File: src/rtl/irq_eval_pkg.sv
package irq_eval_pkg;

    localparam int LVL_W = 5;

    typedef logic [LVL_W-1:0] lvl_t;

    // outcome of scanning one request source
    typedef struct packed {
        logic hit;
        lvl_t lvl;
    } lvl_pick_t;

    // decision produced by the comparator stage
    typedef struct packed {
        logic take;
        lvl_t lvl;
    } lvl_decision_t;

    // level assigned to request bit bit_idx of a field starting at base
    function automatic lvl_t map_level(input int bit_idx, input int base, input bit rebase);
        if (rebase)
            return lvl_t'(bit_idx - base + 1);
        else
            return lvl_t'(bit_idx);
    endfunction

endpackage

File: src/rtl/irq_range_scan.sv
module irq_range_scan
    import irq_eval_pkg::*;
#(
    parameter int VEC_W  = 32,
    parameter int LO     = 4,
    parameter int HI     = 18,
    parameter bit REBASE = 1'b1
) (
    input  logic [VEC_W-1:0] req_i,
    output lvl_pick_t        pick_o,
    output logic [VEC_W-1:0] mask_o
);

    // keep only the bits inside the field
    for (genvar b = 0; b < VEC_W; b++) begin : g_mask
        if (b >= LO && b <= HI) begin : g_in
            assign mask_o[b] = req_i[b];
        end else begin : g_out
            assign mask_o[b] = 1'b0;
        end
    end

    // ascending scan: the last set bit seen decides the level
    always_comb begin
        pick_o = '0;
        for (int i = LO; i <= HI; i++) begin
            if (req_i[i]) begin
                pick_o.hit = 1'b1;
                pick_o.lvl = map_level(i, LO, REBASE);
            end
        end
    end

endmodule

File: src/rtl/irq_level_cmp.sv
module irq_level_cmp
    import irq_eval_pkg::*;
(
    input  lvl_pick_t     sw_pick_i,
    input  lvl_pick_t     ext_pick_i,
    input  lvl_t          cur_ipl_i,
    input  logic          busy_i,
    output lvl_decision_t dec_o
);

    lvl_pick_t winner;

    // any external request outranks every software request
    always_comb begin
        winner = ext_pick_i.hit ? ext_pick_i : sw_pick_i;
        dec_o.lvl  = winner.lvl;
        dec_o.take = winner.hit && (winner.lvl != '0) &&
                     (winner.lvl > cur_ipl_i) && !busy_i;
    end

endmodule

File: src/rtl/irq_level_eval.sv
module irq_level_eval
    import irq_eval_pkg::*;
#(
    parameter int VEC_W  = 32,
    parameter int SW_LO  = 4,
    parameter int SW_HI  = 18,
    parameter int EXT_LO = 20,
    parameter int EXT_HI = 30,
    parameter int AST_W  = 4
) (
    input  logic             clk,
    input  logic             rst,
    input  logic [VEC_W-1:0] sw_req_i,
    input  logic [VEC_W-1:0] ext_stat_i,
    input  logic [LVL_W-1:0] cur_ipl_i,
    input  logic [AST_W-1:0] ast_req_i,
    input  logic             trap_ack_i,
    output logic             trap_req_o,
    output logic [LVL_W-1:0] int_id_o,
    output logic [VEC_W-1:0] int_sum_o,
    output logic             ast_err_o
);

    lvl_pick_t        sw_pick, ext_pick;
    logic [VEC_W-1:0] sw_mask, ext_mask, sum_now;
    lvl_decision_t    dec;

    logic             trap_q, busy_q, err_q;
    lvl_t             id_q;
    logic [VEC_W-1:0] sum_q;

    irq_range_scan #(
        .VEC_W(VEC_W), .LO(SW_LO), .HI(SW_HI), .REBASE(1'b1)
    ) sw_scan_i (
        .req_i(sw_req_i), .pick_o(sw_pick), .mask_o(sw_mask)
    );

    irq_range_scan #(
        .VEC_W(VEC_W), .LO(EXT_LO), .HI(EXT_HI), .REBASE(1'b0)
    ) ext_scan_i (
        .req_i(ext_stat_i), .pick_o(ext_pick), .mask_o(ext_mask)
    );

    irq_level_cmp cmp_i (
        .sw_pick_i(sw_pick), .ext_pick_i(ext_pick),
        .cur_ipl_i(cur_ipl_i), .busy_i(busy_q), .dec_o(dec)
    );

    assign sum_now = sw_mask | ext_mask;

    always_ff @(posedge clk) begin
        if (rst) begin
            trap_q <= 1'b0;
            busy_q <= 1'b0;
            err_q  <= 1'b0;
            id_q   <= '0;
            sum_q  <= '0;
        end else begin
            trap_q <= dec.take;
            err_q  <= |ast_req_i;
            if (dec.take)
                busy_q <= 1'b1;
            else if (trap_ack_i)
                busy_q <= 1'b0;
            if (dec.take) begin
                id_q  <= dec.lvl;
                sum_q <= sum_now;
            end
        end
    end

    assign trap_req_o = trap_q;
    assign int_id_o   = id_q;
    assign int_sum_o  = sum_q;
    assign ast_err_o  = err_q;

endmodule

File: config.mk
export PLATFORM = sky130hd
export DESIGN_NAME = irq_level_eval
export DESIGN_NICKNAME = d
export VERILOG_FILES = /design/src/rtl/irq_eval_pkg.sv /design/src/rtl/irq_range_scan.sv /design/src/rtl/irq_level_cmp.sv /design/src/rtl/irq_level_eval.sv
export SDC_FILE = /design/constraint.sdc
export NUM_CORES = 1
export LEC_CHECK = 0
export BUFFER_PORTS_ARGS = -buffer_cell sky130_fd_sc_hd__buf_4
export CAP_MARGIN = 20
export CORE_MARGIN = 5
export CORE_UTILIZATION = 44
export CTS_CLUSTER_SIZE = 20
export DETAILED_ROUTE_END_ITERATION = 10
export PLACE_DENSITY = 0.76
export REMOVE_ABC_BUFFERS = 1
export SLEW_MARGIN = 40
export SYNTH_ARGS = -nofsm -noshare
export SYNTH_HDL_FRONTEND = slang
export SYNTH_HIERARCHICAL = 1
export SYNTH_SLANG_ARGS = --single-unit
export TNS_END_PERCENT = 5
File: constraint.sdc
create_clock -name clk -period 3.6 [get_ports clk]
set_clock_uncertainty 0.15 [all_clocks]
set_input_delay 0.54 -clock clk [delete_from_list [all_inputs] [get_ports clk]]
set_output_delay 0.54 -clock clk [all_outputs]
set_load 0.02 [all_outputs]
==> key figures <==
Run status
  • Outcome: complete, but fails checks
  • Failing checks: setup timing

Global route
  • Met2 Resource Use GR: 0.2873
  • Busiest grt layer: met2
  • GRT met1 Usage: 0.1969
  • Initial antenna violation count: 0
  • First-pass GRT wire length: 10170 um
  • Vias in the first global route: 2152
  • Total global-route track usage: 0.1630
  • GRT overflow: 0
  • GR met3 Demand/Resource: 0.04793
  • Largest net degree at the start of global routing: 41

Timing
  • Final hold slack: 0.3263 ns
  • Period minus WS final: 3.648 ns
  • Slew at the pin closest to its max-slew limit: 0.6126 ns
  • Final period utilization: 1.013
  • Fmax: 274.1 MHz
  • Final Worst Setup Slack: -0.04824 ns
  • Final hold violation count: 0
  • Final setup fails: 24
  • Max-slew violation count: 0
  • Rel. slew slack: 0.5916
  • Setup TNS: -0.7372 ns
  • RSZ-0062 raised after global routing: yes

Power
  • VDD IR-drop max: 0.1991 mV
  • Pwr/cell area: 387.6 mW/mm^2
  • Static Leakage: 1.590 nW

Floorplanning
  • Initial core utilization: 0.4603
  • Die width: 89.17 um
  • Die Ht: 89.17 um
  • Die footprint: 0.007950 sq mm
  • Core area: 0.005991 sq mm
  • I/O pins: 115
  • Rows: 28

Yosys
  • Unique cell type count in the Yosys netlist: 38
  • Post-synthesis cell count: 306
  • EDFF count, synth: 0
  • Syn_area_per_cell: 9.012 sq um
  • Synth async-reset ratio: 0
  • Synth Warn #: 6
  • #FFs+latches synth: 40
  • Synth Flop Type: dfxtp_1
  • Mapped cell area: 0.002758 sq mm
  • Sequential area share after synthesis: 0.2904

Placed design
  • Port Buffers: 76
  • Post-DP HPWL: 4219 um
  • Gpl congestion: 0.7816
  • Dpl cells: 438
  • Pre-CTS WS: -0.5028 ns
  • Placed instance area: 0.003154 sq mm

Routing
  • Iteration-0 DRC Markers: 39
  • Per-cell routed wire length: 13.31 um
  • Drt pass-1 iters: 4
  • DRC Markers: 0
  • Drt via density: 4.572
  • DR vias: 2085
  • WL final: 6068 um
  • Antenna viol nets, final: 0

Worst setup path
  • Startpoint type of the worst setup path: input pin
  • Slowest cell on the critical path: or4_4
  • Max incr delay on CP: 0.53 ns
  • R2R setup slack: 1.94 ns
  • Critical Path AT: 3.71 ns
  • Critical Path End Type: flip-flop
  • Critical-path cell list: buf_6 > or4_4 > or4_4 > nand2b_4 > mux2_4 > ha_4 > and4_4 > a211oi_4 > o41ai_4 > a21oi_4 > buf_12 > buf_12 > nor2_2 > a211oi_2
  • Critical-path maximum fanout: 8
  • Worst Path Required: 3.66 ns
  • WP buf/inv: 3
  • Critical path type: in2reg
  • Cell family with most CP delay: simple AND/OR/NAND/NOR gates

CTS
  • Root Buffer: clkbuf_8
  • CTS tree: yes
  • Worst skew pair latency: 0.29 ns
  • Clock slew at reported path FFs: 0.07 ns
  • CTS sink count: 40
  • H-tree levels: 2
  • Num CTS Buffers: 5
  • Worst-case clock buffer depth: 2

Final layout
  • Cell Count, Final, Fillers Out: 456
  • Register area: 800.8 sq um
  • Post-layout net count: 461
  • Fillers: 545
  • Final instance area: 0.003542 sq mm
  • Multi-input logic area: 0.001531 sq mm
  • Share of layout cells above drive strength 1: 0.5197
  • Layout Area Growth over Synthesis: 28.45%
  • Diode count: 0

Hold path
  • Class of the tightest hold or removal check: in2reg

Flow run
  • Maxcap violations: 0
[per-stage QoR]
step | util | total power (W)
3_5_place_dp | 0.5265 | 0.0009937
6_report | 0.5913 | 0.001373
4_1_cts | 0.5792 | 0.001382
5_1_grt | 0.5913 | 0.001462
3_3_place_gp | 0.5265 | 0.0009825
2_1_floorplan | - | 0.0007976
[cell usage in the layout (no fill, tap or decap), drive strengths merged, types with 2 or more instances in the layout]
cell type	instances
clkbuf	8
nand2b	6
a221o	2
ha	5
nor4	5
nor3	4
conb	39
inv	10
or4	2
a21oi	5
nand2	2
nor2	85
o21ai	3
buf	109
mux2i	5
dfxtp	40
mux2	5
a211oi	33
[final cells by class]
class / count / area share
sequential: 40 / 0.2261
inverter: 10 / 0.01060
timing repair buffer: 109 / 0.2791
multi-input combinational: 214 / 0.4324
clock buffer: 8 / 0.02543
tap: 75 / 0.02649
[cells in the mapped netlist, drive strengths merged, types with 2 or more instances]
master,count,share of area
buf,79,0.23
nor4,5,0.011
inv,10,0.014
a221o,2,0.0073
a21oi,5,0.0091
a211oi,33,0.15
dfxtp,40,0.29
mux2i,5,0.018
or4,2,0.0068
nand2,2,0.0027
o21ai,3,0.0054
conb,2,0.0027
nand2b,6,0.016
nor2,85,0.14
mux2,5,0.023
ha,5,0.023
nor3,4,0.0073
[worst min-delay path, stage by stage]
cell and delay (ns):
buf_4 0.08, nor4_1 0.04, nor2_1 0.07
[power by group]
part | total [W] | switching (W) | internal, W
sequential | 0.000530 | 0.0000350 | 0.000495
combinational | 0.000529 | 0.000259 | 0.000270
clock | 0.000314 | 0.000157 | 0.000157
[flip-flops by register name, indices dropped and copies added, names as in the netlist]
| signal | flops |
|---|---|
| trap_req_o | 1 |
| busy_q | 1 |
| int_sum_o | 32 |
| int_id_o | 5 |
| ast_err_o | 1 |
[worst paths after layout]
path,from,endpoint,depth (start not counted)
hold / removal,ast_req_i[2],ast_err_o,3
setup / recovery,ext_stat_i[25],int_sum_o[9],14
hold reg to reg,int_sum_o[14],int_sum_o[14],2
setup reg to reg,busy_q,int_sum_o[9],7
[timing repair]
action	CTS	global route
hold buffers	0	0
pin swaps	2	15
gates resized for setup	12	11
setup buffers	5	1
hold endpoints to repair	0	0
gates cloned	4	0
setup endpoints to repair	39	39
[metal layers]
metal | share of wire | routed length [um] | vias to the layer above
li1 | - | - | 1081
met2 | 0.50 | 3033 | 64
met4 | 0.0089 | 54 | 0
met1 | 0.41 | 2491 | 933
met3 | 0.080 | 488 | 7
met5 | 0 | 0 | -
[cell families (layout without fill, tap and decap cells)]
group,after synthesis,in the layout,synth area share
AND/OR/NAND/NOR,109,109,0.2033
other,2,39,0.002723
adder cells (fa/ha/maj),5,5,0.02269
AO/OA/AOI/OAI,51,51,0.1937
multiplexers,10,10,0.04129
buffers and inverters,89,127,0.2459
flip-flops,40,40,0.2904
Power figures use the tool's default switching activity.
